### src/rtl/irqc_pkg.sv
// Shared constants for the banked interrupt controller.
// Assumes an 8-bit register file reached through a 3-bit address.
package irqc_pkg;
    localparam int ADDR_W = 3;

    // Register addresses; read and write share the numbering.
    localparam logic [ADDR_W-1:0] RA_STAT_A = 3'd0; // read status A / write-one-to-clear A
    localparam logic [ADDR_W-1:0] RA_MASK_A = 3'd1;
    localparam logic [ADDR_W-1:0] RA_STAT_B = 3'd2;
    localparam logic [ADDR_W-1:0] RA_MASK_B = 3'd3;
    localparam logic [ADDR_W-1:0] RA_STAT_F = 3'd4;
    localparam logic [ADDR_W-1:0] RA_MASK_F = 3'd5;

    // Index of each bank in the mask-write enable vector.
    typedef enum logic [1:0] {
        BANK_A = 2'd0,
        BANK_B = 2'd1,
        BANK_F = 2'd2
    } irqc_bank_e;
endpackage

### src/rtl/irqc_bank.sv
// One status/mask bank. Status bits are sticky: set strobes OR in,
// clear strobes AND out, and a set beats a clear on the same bit.
// When HAS_FORCE is set, a mask write with bit FORCE_BIT high also
// sets that status bit. Assumes set/clear inputs are one-cycle strobes.
module irqc_bank #(
    parameter int W         = 8,
    parameter bit HAS_FORCE = 1'b0,
    parameter int FORCE_BIT = 7
) (
    input  logic         clk,
    input  logic         rst_n,
    input  logic [W-1:0] set_vec,
    input  logic [W-1:0] clr_vec,
    input  logic         mask_we,
    input  logic [W-1:0] mask_wdata,
    output logic [W-1:0] status,
    output logic [W-1:0] mask,
    output logic         pending
);
    logic [W-1:0] force_vec;

    generate
        if (HAS_FORCE) begin : g_force
            // Forced trap bit derived from the mask write.
            always_comb begin
                force_vec            = '0;
                force_vec[FORCE_BIT] = mask_we & mask_wdata[FORCE_BIT];
            end

            AST_FORCE_SETS: assert property (@(posedge clk) disable iff (!rst_n)
                (mask_we && mask_wdata[FORCE_BIT]) |=> status[FORCE_BIT]);
        end else begin : g_noforce
            assign force_vec = '0;
        end
    endgenerate

    // Status register: clear first, then sets, so a set wins.
    always_ff @(posedge clk) begin
        if (!rst_n) status <= '0;
        else        status <= (status & ~clr_vec) | set_vec | force_vec;
    end

    // Mask register: loaded whole on a mask write.
    always_ff @(posedge clk) begin
        if (!rst_n)       mask <= '0;
        else if (mask_we) mask <= mask_wdata;
    end

    // Bank pending term: any enabled status bit.
    assign pending = |(status & mask);

    AST_SET_LATCHES: assert property (@(posedge clk) disable iff (!rst_n)
        (|set_vec) |=> ((status & $past(set_vec)) == $past(set_vec)));
    AST_BITS_STICKY: assert property (@(posedge clk) disable iff (!rst_n)
        1'b1 |=> ((status & $past(status & ~clr_vec)) == $past(status & ~clr_vec)));
    AST_SET_BEATS_CLR: assert property (@(posedge clk) disable iff (!rst_n)
        (|(set_vec & clr_vec)) |=> ((status & $past(set_vec & clr_vec)) == $past(set_vec & clr_vec)));
    AST_MASK_STORE: assert property (@(posedge clk) disable iff (!rst_n)
        mask_we |=> (mask == $past(mask_wdata)));
endmodule

### src/rtl/irqc_regif.sv
// Register bus decode: turns writes into the bank A clear vector and
// per-bank mask-write enables, and muxes the read port.
// Assumes BUS_W > W; upper write bits are discarded.
module irqc_regif #(
    parameter int W     = 8,
    parameter int BUS_W = 32
) (
    input  logic                      wr_en,
    input  logic [irqc_pkg::ADDR_W-1:0] wr_addr,
    input  logic [BUS_W-1:0]          wr_data,
    input  logic [irqc_pkg::ADDR_W-1:0] rd_addr,
    input  logic [W-1:0]              stat_a,
    input  logic [W-1:0]              mask_a,
    input  logic [W-1:0]              stat_b,
    input  logic [W-1:0]              mask_b,
    input  logic [W-1:0]              stat_f,
    input  logic [W-1:0]              mask_f,
    output logic [W-1:0]              clr_a_vec,
    output logic [2:0]                mask_we,
    output logic [W-1:0]              mask_wdata,
    output logic [BUS_W-1:0]          rd_data
);
    import irqc_pkg::*;

    logic [W-1:0] rd_byte;
    logic         unused_hi;

    assign unused_hi  = ^wr_data[BUS_W-1:W];
    assign mask_wdata = wr_data[W-1:0];

    // Write decode: clear vector for bank A and mask enables.
    always_comb begin
        clr_a_vec       = '0;
        mask_we         = '0;
        if (wr_en) begin
            if (wr_addr == RA_STAT_A) clr_a_vec = wr_data[W-1:0];
            mask_we[BANK_A] = (wr_addr == RA_MASK_A);
            mask_we[BANK_B] = (wr_addr == RA_MASK_B);
            mask_we[BANK_F] = (wr_addr == RA_MASK_F);
        end
    end

    // Read mux over the six registers.
    always_comb begin
        case (rd_addr)
            RA_STAT_A: rd_byte = stat_a;
            RA_MASK_A: rd_byte = mask_a;
            RA_STAT_B: rd_byte = stat_b;
            RA_MASK_B: rd_byte = mask_b;
            RA_STAT_F: rd_byte = stat_f;
            RA_MASK_F: rd_byte = mask_f;
            default:   rd_byte = '0;
        endcase
    end

    assign rd_data = {{(BUS_W-W){1'b0}}, rd_byte};
endmodule

### src/rtl/irq_bank_ctrl.sv
// Top of the banked interrupt controller: two normal banks feeding
// irq_o, one fast bank feeding fiq_o. Outputs are decoded directly
// from the registers. Assumes all inputs are synchronous to clk.
module irq_bank_ctrl #(
    parameter int W         = 8,
    parameter int BUS_W     = 32,
    parameter int FORCE_BIT = 7,
    parameter int SND_BIT   = 1
) (
    input  logic                        clk,
    input  logic                        rst_n,
    input  logic [W-1:0]                req_a,
    input  logic [W-1:0]                req_b,
    input  logic [W-1:0]                req_f,
    input  logic [W-1:0]                clr_b,
    input  logic [W-1:0]                clr_f,
    input  logic                        snd_start,
    input  logic                        wr_en,
    input  logic [irqc_pkg::ADDR_W-1:0] wr_addr,
    input  logic [BUS_W-1:0]            wr_data,
    input  logic [irqc_pkg::ADDR_W-1:0] rd_addr,
    output logic [BUS_W-1:0]            rd_data,
    output logic                        irq_o,
    output logic                        fiq_o
);
    import irqc_pkg::*;

    localparam logic [W-1:0] SND_MASK = W'(1) << SND_BIT;

    logic [W-1:0] stat_a, mask_a, stat_b, mask_b, stat_f, mask_f;
    logic [W-1:0] clr_a_vec, clr_b_vec, mask_wdata;
    logic [2:0]   mask_we;
    logic         pend_a, pend_b, pend_f;

    // Bank B clear: peripheral strobes plus the audio-start bit.
    assign clr_b_vec = clr_b | (snd_start ? SND_MASK : '0);

    irqc_regif #(.W(W), .BUS_W(BUS_W)) regif_i (
        .wr_en(wr_en), .wr_addr(wr_addr), .wr_data(wr_data), .rd_addr(rd_addr),
        .stat_a(stat_a), .mask_a(mask_a), .stat_b(stat_b), .mask_b(mask_b),
        .stat_f(stat_f), .mask_f(mask_f),
        .clr_a_vec(clr_a_vec), .mask_we(mask_we), .mask_wdata(mask_wdata),
        .rd_data(rd_data)
    );

    irqc_bank #(.W(W), .HAS_FORCE(1'b1), .FORCE_BIT(FORCE_BIT)) bank_a_i (
        .clk(clk), .rst_n(rst_n), .set_vec(req_a), .clr_vec(clr_a_vec),
        .mask_we(mask_we[BANK_A]), .mask_wdata(mask_wdata),
        .status(stat_a), .mask(mask_a), .pending(pend_a)
    );

    irqc_bank #(.W(W), .HAS_FORCE(1'b0), .FORCE_BIT(FORCE_BIT)) bank_b_i (
        .clk(clk), .rst_n(rst_n), .set_vec(req_b), .clr_vec(clr_b_vec),
        .mask_we(mask_we[BANK_B]), .mask_wdata(mask_wdata),
        .status(stat_b), .mask(mask_b), .pending(pend_b)
    );

    irqc_bank #(.W(W), .HAS_FORCE(1'b1), .FORCE_BIT(FORCE_BIT)) bank_f_i (
        .clk(clk), .rst_n(rst_n), .set_vec(req_f), .clr_vec(clr_f),
        .mask_we(mask_we[BANK_F]), .mask_wdata(mask_wdata),
        .status(stat_f), .mask(mask_f), .pending(pend_f)
    );

    // Output levels toward the CPU.
    assign irq_o = pend_a | pend_b;
    assign fiq_o = pend_f;

    AST_RST_QUIET: assert property (@(posedge clk)
        !rst_n |=> (!irq_o && !fiq_o));
    AST_IRQ_RISE_CAUSE: assert property (@(posedge clk) disable iff (!rst_n)
        $rose(irq_o) |-> $past((|req_a) || (|req_b) ||
            (wr_en && (wr_addr == RA_MASK_A || wr_addr == RA_MASK_B))));
    AST_FIQ_RISE_CAUSE: assert property (@(posedge clk) disable iff (!rst_n)
        $rose(fiq_o) |-> $past((|req_f) || (wr_en && wr_addr == RA_MASK_F)));
    AST_FIQ_FALL_CAUSE: assert property (@(posedge clk) disable iff (!rst_n)
        $fell(fiq_o) |-> $past((|clr_f) || (wr_en && wr_addr == RA_MASK_F)));
endmodule

### config.mk
export PLATFORM = sky130hd
export DESIGN_NAME = irq_bank_ctrl
export DESIGN_NICKNAME = d
export VERILOG_FILES = /design/src/rtl/irqc_pkg.sv /design/src/rtl/irqc_bank.sv /design/src/rtl/irqc_regif.sv /design/src/rtl/irq_bank_ctrl.sv
export SDC_FILE = /design/constraint.sdc
export NUM_CORES = 1
export LEC_CHECK = 0
export CORE_MARGIN = 2
export CORE_UTILIZATION = 41
export CTS_CLUSTER_DIAMETER = 50
export DETAILED_ROUTE_END_ITERATION = 10
export PLACE_DENSITY = 0.8
export SLEW_MARGIN = 20
export SYNTH_ARGS = -nofsm -noshare
export SYNTH_HDL_FRONTEND = slang
export SYNTH_SLANG_ARGS = --single-unit
### constraint.sdc
create_clock -name clk -period 1.9 [get_ports clk]
set_input_delay 0.38 -clock clk [delete_from_list [all_inputs] [get_ports clk]]
set_output_delay 0.38 -clock clk [all_outputs]
set_load 0.005 [all_outputs]
==> flow_results.xml <==
<?xml version="1.0" encoding="UTF-8"?>
<metrics>
  <group name="global_routing">
    <metric name="antenna_found_initial" unit="">0</metric>
    <metric name="global_route.usage.met2" unit="">0.3403</metric>
    <metric name="first_global_vias" unit="">2122</metric>
    <metric name="grt_max_degree" unit="">49</metric>
    <metric name="grt_use_total" unit="">0.1926</metric>
    <metric name="total_congestion_overflow" unit="">0</metric>
    <metric name="gr-usage-met3" unit="">0.04239</metric>
    <metric name="grt_util_met1" unit="">0.2394</metric>
    <metric name="busiest_layer" unit="">met2</metric>
    <metric name="grt_first_pass_wirelength" unit="µm">10020</metric>
  </group>
  <group name="clock_tree">
    <metric name="clockBufferDepth" unit="">2</metric>
    <metric name="cts_htree_levels" unit="">2</metric>
    <metric name="cts_hold_buffers" unit="">0</metric>
    <metric name="tritoncts" unit="">done</metric>
    <metric name="cts.repair_timing.setup_buffer_count" unit="">0</metric>
    <metric name="clk_latency" unit="ns">0.30</metric>
    <metric name="cts_made_buffers" unit="">5</metric>
    <metric name="clk_pin_slew" unit="ns">0.08</metric>
    <metric name="cts.sink_count" unit="">48</metric>
    <metric name="clk_root_buffer_cell" unit="">sky130_fd_sc_hd__clkbuf_8</metric>
  </group>
  <group name="setup_path">
    <metric name="reg2reg_slack" unit="ns">1.06</metric>
    <metric name="critical_path.startpoint" unit="">rd_addr[0]</metric>
    <metric name="cp_data_arrival_time" unit="ns">1.48</metric>
    <metric name="critPathBufInv" unit="">3</metric>
    <metric name="crit_path_max_delay_cell_type" unit="">sky130_fd_sc_hd__mux2_1</metric>
    <metric name="worst_r2r_endpoint" unit="">bank_b_i.status[6]</metric>
    <metric name="critPathCapture" unit="">rd_data[3]</metric>
    <metric name="critical_path_class" unit="">input pin to primary output</metric>
    <metric name="critPathTopFamily" unit="">buffers and inverters</metric>
    <metric name="slowest_delay" unit="ns">0.31</metric>
    <metric name="worstPathMaxFanout" unit="">4</metric>
    <metric name="critPathCaptureType" unit="">primary output</metric>
    <metric name="rr_startpoint" unit="">bank_b_i.status[6]</metric>
    <metric name="start_kind" unit="">input pin</metric>
    <metric name="worstPathCellList" unit="">clkbuf_4 &gt; bufbuf_16 &gt; mux2_1 &gt; nand2_1 &gt; o221ai_1 &gt; clkbuf_2</metric>
    <metric name="worst-r2r-cell-count" unit="">3</metric>
    <metric name="cp.required" unit="ns">1.52</metric>
    <metric name="crit_cells" unit="">6</metric>
  </group>
  <group name="logic_synthesis">
    <metric name="synth-warning-count" unit="">0</metric>
    <metric name="synth.lib_cells_used.distinct" unit="">31</metric>
    <metric name="postSynthRegisterBits" unit="">48</metric>
    <metric name="postSynthCellCount" unit="">274</metric>
    <metric name="post_synth_instance_area" unit="mm²">0.002507</metric>
    <metric name="average_cell_area_after_synthesis" unit="µm²">9.151</metric>
    <metric name="synth_seq_area_share" unit="">0.3832</metric>
  </group>
  <group name="outcome">
    <metric name="run_status" unit="">complete, no violations</metric>
  </group>
  <group name="job">
    <metric name="maxcap_viol_count" unit="">0</metric>
  </group>
  <group name="pwr">
    <metric name="power.sequential.fraction" unit="">0.517</metric>
    <metric name="clock_power_frac" unit="">0.296</metric>
    <metric name="power.switching_fraction" unit="">0.2493</metric>
    <metric name="combPwrFrac" unit="">0.187</metric>
    <metric name="ir_drop" unit="mV">0.2762</metric>
    <metric name="internal_power_summed_over_all_cells" unit="mW">1.585</metric>
    <metric name="p_leak" unit="nW">1.392</metric>
    <metric name="p_sw" unit="µW">526.5</metric>
    <metric name="cellPowerDensity" unit="mW/mm²">615.8</metric>
  </group>
  <group name="sta">
    <metric name="fmax" unit="MHz">537.3</metric>
    <metric name="finalCritPeriodShare" unit="">0.9796</metric>
    <metric name="final_period_minus_worst_setup_slack" unit="ns">1.861</metric>
    <metric name="hold_violations" unit="">0</metric>
    <metric name="grt_setup_unrepaired" unit="">true</metric>
    <metric name="fin_setup_tns" unit="ns">0</metric>
    <metric name="report.final.setup_viol" unit="">0</metric>
    <metric name="final-max-slew-violation-count" unit="">0</metric>
    <metric name="skew" unit="ns">0</metric>
  </group>
  <group name="final_layout">
    <metric name="nFillCells" unit="">542</metric>
    <metric name="post_route_cells_drive_above_1_share" unit="">0.1416</metric>
    <metric name="final_design_area_no_fill" unit="mm²">0.003430</metric>
    <metric name="antenna_cells" unit="">0</metric>
    <metric name="fin_nets" unit="">434</metric>
    <metric name="area.growth.synth_to_final" unit="%">36.78</metric>
  </group>
  <group name="detailed_routing">
    <metric name="route.antenna.remaining_nets" unit="">0</metric>
    <metric name="drt_pre_antenna_iters" unit="">4</metric>
    <metric name="routed-via-count" unit="">2239</metric>
    <metric name="drc_errors" unit="">0</metric>
    <metric name="drt_iter0_markers" unit="">168</metric>
    <metric name="route.detailed.vias_per_inst" unit="">5.231</metric>
    <metric name="post_drt_wl_per_cell" unit="µm">14.74</metric>
    <metric name="routed_wirelength" unit="µm">6310</metric>
  </group>
  <group name="place">
    <metric name="postPlaceCellArea" unit="mm²">0.003257</metric>
    <metric name="gpl.final_weighted_congestion" unit="">0.8037</metric>
    <metric name="place_hpwl" unit="µm">4506</metric>
    <metric name="port_buffers" unit="">67</metric>
  </group>
  <group name="die">
    <metric name="fp.coreArea" unit="mm²">0.005921</metric>
    <metric name="dieWidth" unit="µm">82.20</metric>
    <metric name="start_util" unit="">0.4235</metric>
    <metric name="die_h" unit="µm">82.20</metric>
    <metric name="design.die.area" unit="mm²">0.006757</metric>
    <metric name="row_count" unit="">28</metric>
    <metric name="boundaryPins" unit="">116</metric>
  </group>
  <group name="hold_path">
    <metric name="hp-class" unit="">flop to flop</metric>
  </group>
</metrics>
-- state kept, by name, indices dropped and copies added (netlist names) --
name	flops
bank_a_i.mask	8
bank_a_i.status	8
bank_b_i.mask	8
bank_b_i.status	8
bank_f_i.mask	8
bank_f_i.status	8
-- worst register-to-register path, cell delays in order (launching register included) --
cell                      delay (ns)
sky130_fd_sc_hd__dfxtp_1        0.33
sky130_fd_sc_hd__buf_4          0.14
sky130_fd_sc_hd__nor2b_1        0.12
sky130_fd_sc_hd__o21a_1         0.15
-- how the worst min path moves through the flow --
stage                        to        startpoint  depth (start not counted)
4_1_cts        bank_f_i.mask[4]  bank_f_i.mask[4]                          2
6_report       bank_b_i.mask[1]  bank_b_i.mask[1]                          2
5_1_grt        bank_b_i.mask[6]  bank_b_i.mask[6]                          2
3_3_place_gp   bank_f_i.mask[3]  bank_f_i.mask[3]                          2
3_5_place_dp   bank_b_i.mask[7]  bank_b_i.mask[7]                          2
2_1_floorplan  bank_f_i.mask[4]  bank_f_i.mask[4]                          2
-- cell type report --
cell class,instances,area [µm²],share of cell area
Sequential cell,48,962.2,0.2806
Clock buffer,6,82.58,0.02408
Timing Repair Buffer,86,847.1,0.2470
Clock inverter,2,10.01,0.002919
Tap cell,75,93.84,0.02736
Inverter,8,30.03,0.008756
Multi-Input combinational cell,203,1404,0.4093
-- cells by family after synthesis --
logic type      count (synthesis)  share of synthesized area
compound gates                 74                     0.2156
buf+inv                        46                     0.1133
flops                          48                     0.3832
mux                            29                     0.1208
other cells                     1                   0.001496
simple gates                   76                     0.1657
-- metal layers --
layer	vias up	routed length, µm
li1	1083	-
met1	1054	2598
met2	96	3203
met3	6	458
met4	0	50
met5	-	0
-- layout by cell type, fill, tap and decap left out, drive strengths merged, types with 2 or more instances in the layout --
cell / Yosys / routed
clkdlybuf4s50: 0 / 55
dfxtp: 48 / 48
nand2: 38 / 38
nor2b: 25 / 25
conb: 1 / 24
buf: 31 / 21
mux2i: 19 / 19
a21boi: 18 / 18
o21a: 15 / 15
mux2: 10 / 10
clkbuf: 7 / 10
inv: 8 / 8
a22oi: 8 / 8
o21ai: 7 / 7
a31oi: 7 / 7
o221ai: 6 / 6
a22o: 4 / 4
a221oi: 4 / 4
dlygate4sd2: 0 / 3
o22ai: 2 / 2
nand4: 2 / 2
and4b: 2 / 2
nand4b: 2 / 2
a21oi: 2 / 2
clkinv: 0 / 2
bufbuf: 0 / 2
nor2: 2 / 2
-- Yosys cell counts, drive strengths merged --
master  instances  share of area
a221oi          4          0.014
o31a            1         0.0035
o22ai           2         0.0050
inv             8          0.012
mux2i          19          0.076
conb            1         0.0015
a21boi         18          0.054
a22oi           8          0.024
mux2           10          0.045
nor4b           1         0.0095
nor2            2         0.0030
clkbuf          7          0.010
a22o            4          0.014
and2            1         0.0025
and4b           2         0.0080
o221ai          6          0.021
nand4           2         0.0050
a31oi           7          0.017
nand2          38          0.057
o21a           15          0.045
nand4b          2         0.0070
buf            31          0.091
nor4bb          1         0.0065
o21ai           7          0.014
nand2b          1         0.0025
a21oi           2         0.0040
nor2b          25          0.062
dfxtp          48           0.38
or2             1         0.0025
-- timing repair --
action                     CTS  global route
setup endpoints to repair    9             8
pin swaps                    4             1
gates resized for setup     36            13
gates cloned                 2             0
-- metrics by stage --
stage          hold WS (ns)  total power, mW    util  worst slack [ns]  cells
3_5_place_dp         0.4621            1.491  0.5501           -0.5953    418
2_1_floorplan        0.4453            1.297       -            0.2736    297
5_1_grt              0.4982            2.223  0.5792          -0.01364    428
4_1_cts              0.4773            2.125  0.5782          -0.01432    428
6_report             0.4784            2.112  0.5792           0.03878    428
3_3_place_gp         0.4566            1.484  0.5501           -0.5763    418
-- power groups by stage --
stage                     clock network [mW]  logic, mW  registers, mW
after floorplan                            0      0.200           1.10
final                                  0.625      0.394           1.09
after global placement                     0      0.372           1.11
after global routing                   0.695      0.430           1.10
after detailed placement                   0      0.378           1.11
after CTS                              0.643      0.391           1.09
Power figures use the tool's default switching activity.
